==> src/rtl/osm_pkg.sv <==
package osm_pkg;

    typedef enum logic [1:0] {
        ST_IDLE  = 2'd0,
        ST_COUNT = 2'd1,
        ST_GOOD  = 2'd2
    } osm_state_e;

    typedef struct packed {
        osm_state_e state;
    } osm_fsm_t;

endpackage

==> src/rtl/osm_rise_detect.sv <==
module osm_rise_detect (
    input  logic clk,
    input  logic rst_n,
    input  logic level_i,
    output logic rise_o
);
    typedef struct packed {
        logic prev;
    } rd_regs_t;

    rd_regs_t r_d, r_q;

    always_comb begin
        r_d      = r_q;
        r_d.prev = level_i;
    end

    always_ff @(posedge clk) begin
        if (!rst_n) r_q <= '0;
        else        r_q <= r_d;
    end

    assign rise_o = level_i & ~r_q.prev;

endmodule

==> src/rtl/osm_interval_counter.sv <==
module osm_interval_counter #(
    parameter int DELAY_W = 8
) (
    input  logic               clk,
    input  logic               rst_n,
    input  logic               clear_i,
    input  logic               load_i,
    input  logic [DELAY_W-1:0] delay_i,
    input  logic               advance_i,
    output logic               done_o
);
    typedef struct packed {
        logic [DELAY_W-1:0] target;
        logic [DELAY_W-1:0] count;
    } ic_regs_t;

    ic_regs_t r_d, r_q;
    logic     hit;

    assign hit = (r_q.count == r_q.target);

    always_comb begin
        r_d = r_q;
        if (clear_i) begin
            r_d.count = '0;
        end else if (load_i) begin
            r_d.target = delay_i;
            r_d.count  = '0;
        end else if (advance_i && !hit) begin
            r_d.count = r_q.count + 1'b1;
        end
    end

    always_ff @(posedge clk) begin
        if (!rst_n) r_q <= '0;
        else        r_q <= r_d;
    end

    assign done_o = advance_i & hit;

    // The count never passes the captured target, so the counter cannot wrap.
    p_no_overflow_r4: assert property (@(posedge clk) disable iff (!rst_n)
        r_q.count <= r_q.target);

    // The captured target changes only on a load.
    p_target_hold_r2: assert property (@(posedge clk) disable iff (!rst_n)
        !load_i |=> $stable(r_q.target));

endmodule

==> src/rtl/osc_start_monitor.sv <==
module osc_start_monitor
    import osm_pkg::*;
#(
    parameter int DELAY_W = 8
) (
    input  logic               clk,
    input  logic               rst_n,
    input  logic               enable_i,
    input  logic [DELAY_W-1:0] delay_i,
    input  logic               tick_i,
    output logic               good_o
);
    osm_fsm_t r_d, r_q;
    logic     rise_w;
    logic     done_w;
    logic     advance_w;

    osm_rise_detect i_rise (
        .clk     (clk),
        .rst_n   (rst_n),
        .level_i (enable_i),
        .rise_o  (rise_w)
    );

    assign advance_w = enable_i & tick_i & (r_q.state == ST_COUNT);

    osm_interval_counter #(.DELAY_W(DELAY_W)) i_counter (
        .clk       (clk),
        .rst_n     (rst_n),
        .clear_i   (~enable_i),
        .load_i    (rise_w),
        .delay_i   (delay_i),
        .advance_i (advance_w),
        .done_o    (done_w)
    );

    always_comb begin
        r_d = r_q;
        if (!enable_i) begin
            r_d.state = ST_IDLE;
        end else begin
            unique case (r_q.state)
                ST_IDLE:  if (rise_w) r_d.state = ST_COUNT;
                ST_COUNT: if (done_w) r_d.state = ST_GOOD;
                ST_GOOD:  r_d.state = ST_GOOD;
                default:  r_d.state = ST_IDLE;
            endcase
        end
    end

    always_ff @(posedge clk) begin
        if (!rst_n) r_q <= '{state: ST_IDLE};
        else        r_q <= r_d;
    end

    assign good_o = (r_q.state == ST_GOOD);

    p_drop_r6: assert property (@(posedge clk) disable iff (!rst_n)
        !enable_i |=> !good_o);

    p_hold_r7: assert property (@(posedge clk) disable iff (!rst_n)
        (good_o && enable_i) |=> good_o);

    p_rise_on_tick_r3: assert property (@(posedge clk) disable iff (!rst_n)
        $rose(good_o) |-> $past(tick_i));

    p_no_early_r8: assert property (@(posedge clk) disable iff (!rst_n)
        rise_w |=> !good_o);

endmodule

==> config.mk <==
export PLATFORM = sky130hd
export DESIGN_NAME = osc_start_monitor
export DESIGN_NICKNAME = d
export VERILOG_FILES = /design/src/rtl/osm_pkg.sv /design/src/rtl/osm_rise_detect.sv /design/src/rtl/osm_interval_counter.sv /design/src/rtl/osc_start_monitor.sv
export SDC_FILE = /design/constraint.sdc
export NUM_CORES = 1
export LEC_CHECK = 0
export BUFFER_PORTS_ARGS = -buffer_cell sky130_fd_sc_hd__buf_2
export CAP_MARGIN = 20
export CORE_MARGIN = 2
export CORE_UTILIZATION = 55
export CTS_CLUSTER_DIAMETER = 50
export DETAILED_ROUTE_END_ITERATION = 8
export GPL_TIMING_DRIVEN = 0
export HOLD_SLACK_MARGIN = 0.03
export PLACE_DENSITY_LB_ADDON = 0.05
export SYNTH_ARGS = -nofsm -noshare
export SYNTH_HDL_FRONTEND = slang
export SYNTH_HIERARCHICAL = 1
export SYNTH_SLANG_ARGS = --single-unit
==> constraint.sdc <==
create_clock -name clk -period 4 [get_ports clk]
set_input_delay 0.8 -clock clk [delete_from_list [all_inputs] [get_ports clk]]
set_output_delay 0.8 -clock clk [all_outputs]
set_load 0.01 [all_outputs]
==> summary.md <==
| Metric | Value |
|---|---|
| DRT Pass-1 Iters | `4` |
| Post-cts resize count | `0` |
| Ys Warns | `6` |
| Number of I/O pins | `13` |
| Total congestion overflow | `0` |
| Synth top area share | `0.385` |
| Core Rows | `15` |
| Hpwl dp | `1270 µm` |
| Worst-margin pin slew | `0.335 ns` |
| Final ANT Viol Nets | `0` |
| Clk slew on worst S/H paths | `0.11 ns` |
| Routability congestion estimate | `0.804` |
| Initial antenna violation count | `0` |
| Post-CTS Hold Fix Bufs | `0` |
| RSZ-0062 raised after global routing | `false` |
| Port Buffers | `12` |
| Die area | `2150 µm²` |
| Crit. End Element | `primary output` |
| #FFs+latches synth | `19` |
| Max Clock Skew | `~0.0071 ns` |
| Post-DR vias/cell | `5.01` |
| CTS Sinks | `19` |
| Wirelength, routed | `1660 µm` |
| Sequential share of the synthesized area | `0.385` |
| CTS tree | `done` |
| Max Fclk | `between 500 and 600 MHz` |
| Fin. Hold Viols | `0` |
| Post-Synthesis Cell Area | `approximately 1000 µm²` |
| Initial Util | `0.578` |
| Syn_area_per_cell | `9.68 µm²` |
| WL/cell | `11.6 µm` |
| Post-Route Setup TNS | `0 ns` |
| Largest fanout on the critical path | `3` |
| Pin count of the biggest net entering global routing | `15` |
| Max Root-Sink Buffers | `2` |
| Worst Hold Class | `reg2reg` |
| Kind of critical path | `reg2out` |
| Fin. max-slew vios | `0` |
| Most common cell after layout, fill and taps aside | `dfxtp_1` |
| Die X | `46.4 µm` |
| Startpoint Class | `register` |
| Fin nets | `135` |
| Setup Fix Bufs, Post-CTS | `0` |
| Fillers | `around 150` |
| Distinct cells, synth | `31` |
| Worst slack, placed | `1.97 ns` |
| Cts bufs inserted | `3` |
| Final worst-path cycle share | `0.464` |
| Share of layout cells above drive strength 1 | `0.246` |
| Initial DRC count | `7` |
| Arr. time, crit path | `~1.1 ns` |
| Vias in the first global route | `655` |
| Worst slew margin | `0.774` |
| Synth area leader | `dfxtp_1` |
| N_diodes | `0` |
| H-tree Lvls | `1` |
| Outcome | `finished, final reports clean` |
| Worst Path Required | `3.20 ns` |
| First-pass GRT wire length | `2750 µm` |
| Tot GR Track Use | `0.180` |
| Max VDD drop | `0.235 mV` |
| Synth area leaders | `dfxtp_1 39%, mux2i_1 11%, xnor2_1 7.1%` |
| Leak | `0.428 nW` |
| Residual DRC count | `0` |
| Die height | `46.4 µm` |
| Skew-Pair Late Insertion Delay | `0.30 ns` |
| Synth Instances | `102` |
| Max cap viols | `0` |
| Clock Tree Root | `clkbuf_4` |
| Syn Nets | `118` |
| Commonest non-fill, non-tap cells in the layout | `19 x dfxtp_1, 13 x buf_2, 11 x mux2i_1, 9 x nor2b_1, 8 x xnor2_1` |
| Vias after detailed routing | `just over 700` |
| Power Density | `a little over 300 nW/µm²` |
| Area Overhead vs Synth | `12.0%` |
| Final setup fails | `0` |
| Final worst path period need | `1.86 ns` |
| Core box area | `1710 µm²` |
| Final WS setup | `2.14 ns` |
[power by group]
group | internal [mW] | switching (mW) | total [mW]
Clock | 0.0372 | 0.0575 | 0.0947
Sequential | 0.194 | 0.00340 | 0.197
Combinational | 0.0204 | 0.0224 | 0.0428
Total | 0.252 | 0.0833 | 0.335
[area by class of cell]
class | count | area [µm²] | share of cell area
Inverter | 4 | 15.0 | 0.0136
Clock inverter | 1 | 5.00 | 0.00452
Sequential cell | 19 | 380 | 0.344
Tap cell | 25 | 31.3 | 0.0283
Timing Repair Buffer | 12 | 60.1 | 0.0543
Buffer | 1 | 5.00 | 0.00452
Clock buffer | 3 | 22.5 | 0.0204
Multi-Input combinational cell | 78 | 587 | 0.531
[cell usage after synthesis, drive strengths merged]
| master | instances |
|---|---|
| a21oi | 2 |
| and2 | 3 |
| and3 | 3 |
| buf | 1 |
| dfxtp | 19 |
| ha | 4 |
| inv | 4 |
| mux2i | 11 |
| nand2 | 7 |
| nand2b | 1 |
| nand3 | 2 |
| nand4 | 3 |
| nor2 | 8 |
| nor2b | 11 |
| nor3 | 1 |
| o2111a | 1 |
| o211ai | 2 |
| o21ai | 4 |
| o21bai | 1 |
| or3 | 1 |
| or4 | 1 |
| xnor2 | 8 |
| xor2 | 4 |
[through the flow]
step                area, µm²   util  cells  power (mW)  hold WS, ns
floorplan                 987      -    102       0.231        0.463
global route             1110  0.648    143       0.353        0.519
finish                   1110  0.648    143       0.335        0.499
detailed placement       1080  0.632    139       0.244        0.489
global placement         1080  0.632    139       0.243        0.472
CTS                      1110  0.648    143       0.339        0.505
[metal layers]
| metal | GRT usage | part of all wire | up-vias |
|---|---|---|---|
| met5 | 0 | 0 | - |
| met3 | 0.0706 | 0.036 | 0 |
| li1 | - | - | 381 |
| met4 | 0.0171 | 0 | 0 |
| met1 | 0.217 | 0.49 | 324 |
| met2 | 0.311 | 0.47 | 12 |
[sequential cells by signal (all words and copies together) (netlist names)]
| register | cells |
|---|---|
| i_counter/r_q | 16 |
| r_q | 2 |
| i_rise/r_q | 1 |
[path summary, 6_finish.rpt]
check                      start                             to  slack (ns)  depth (start not counted)
max          r_q[0]$_SDFFE_PN0P_                         good_o        2.14                          3
min reg2reg  r_q[1]$_SDFFE_PN0P_            r_q[1]$_SDFFE_PN0P_        0.50                          2
min          r_q[1]$_SDFFE_PN0P_            r_q[1]$_SDFFE_PN0P_        0.50                          2
max reg2reg  r_q[1]$_SDFFE_PN0P_  i_counter/r_q[7]$_SDFFE_PP0P_        2.37                          7
[critical path, cell delays in order (launching register included)]
cell,delay (ns)
dfxtp_1,0.38
inv_2,0.06
ha_1,0.19
buf_2,0.13
[cells by family after synthesis]
| group | share of synthesized area |
|---|---|
| buf+inv | 0.0203 |
| flops | 0.385 |
| simple gates | 0.254 |
| fa+ha+maj | 0.0507 |
| compound gates | 0.0722 |
| mux | 0.112 |
| xor+xnor | 0.106 |
(Power assumes the default switching activity.)
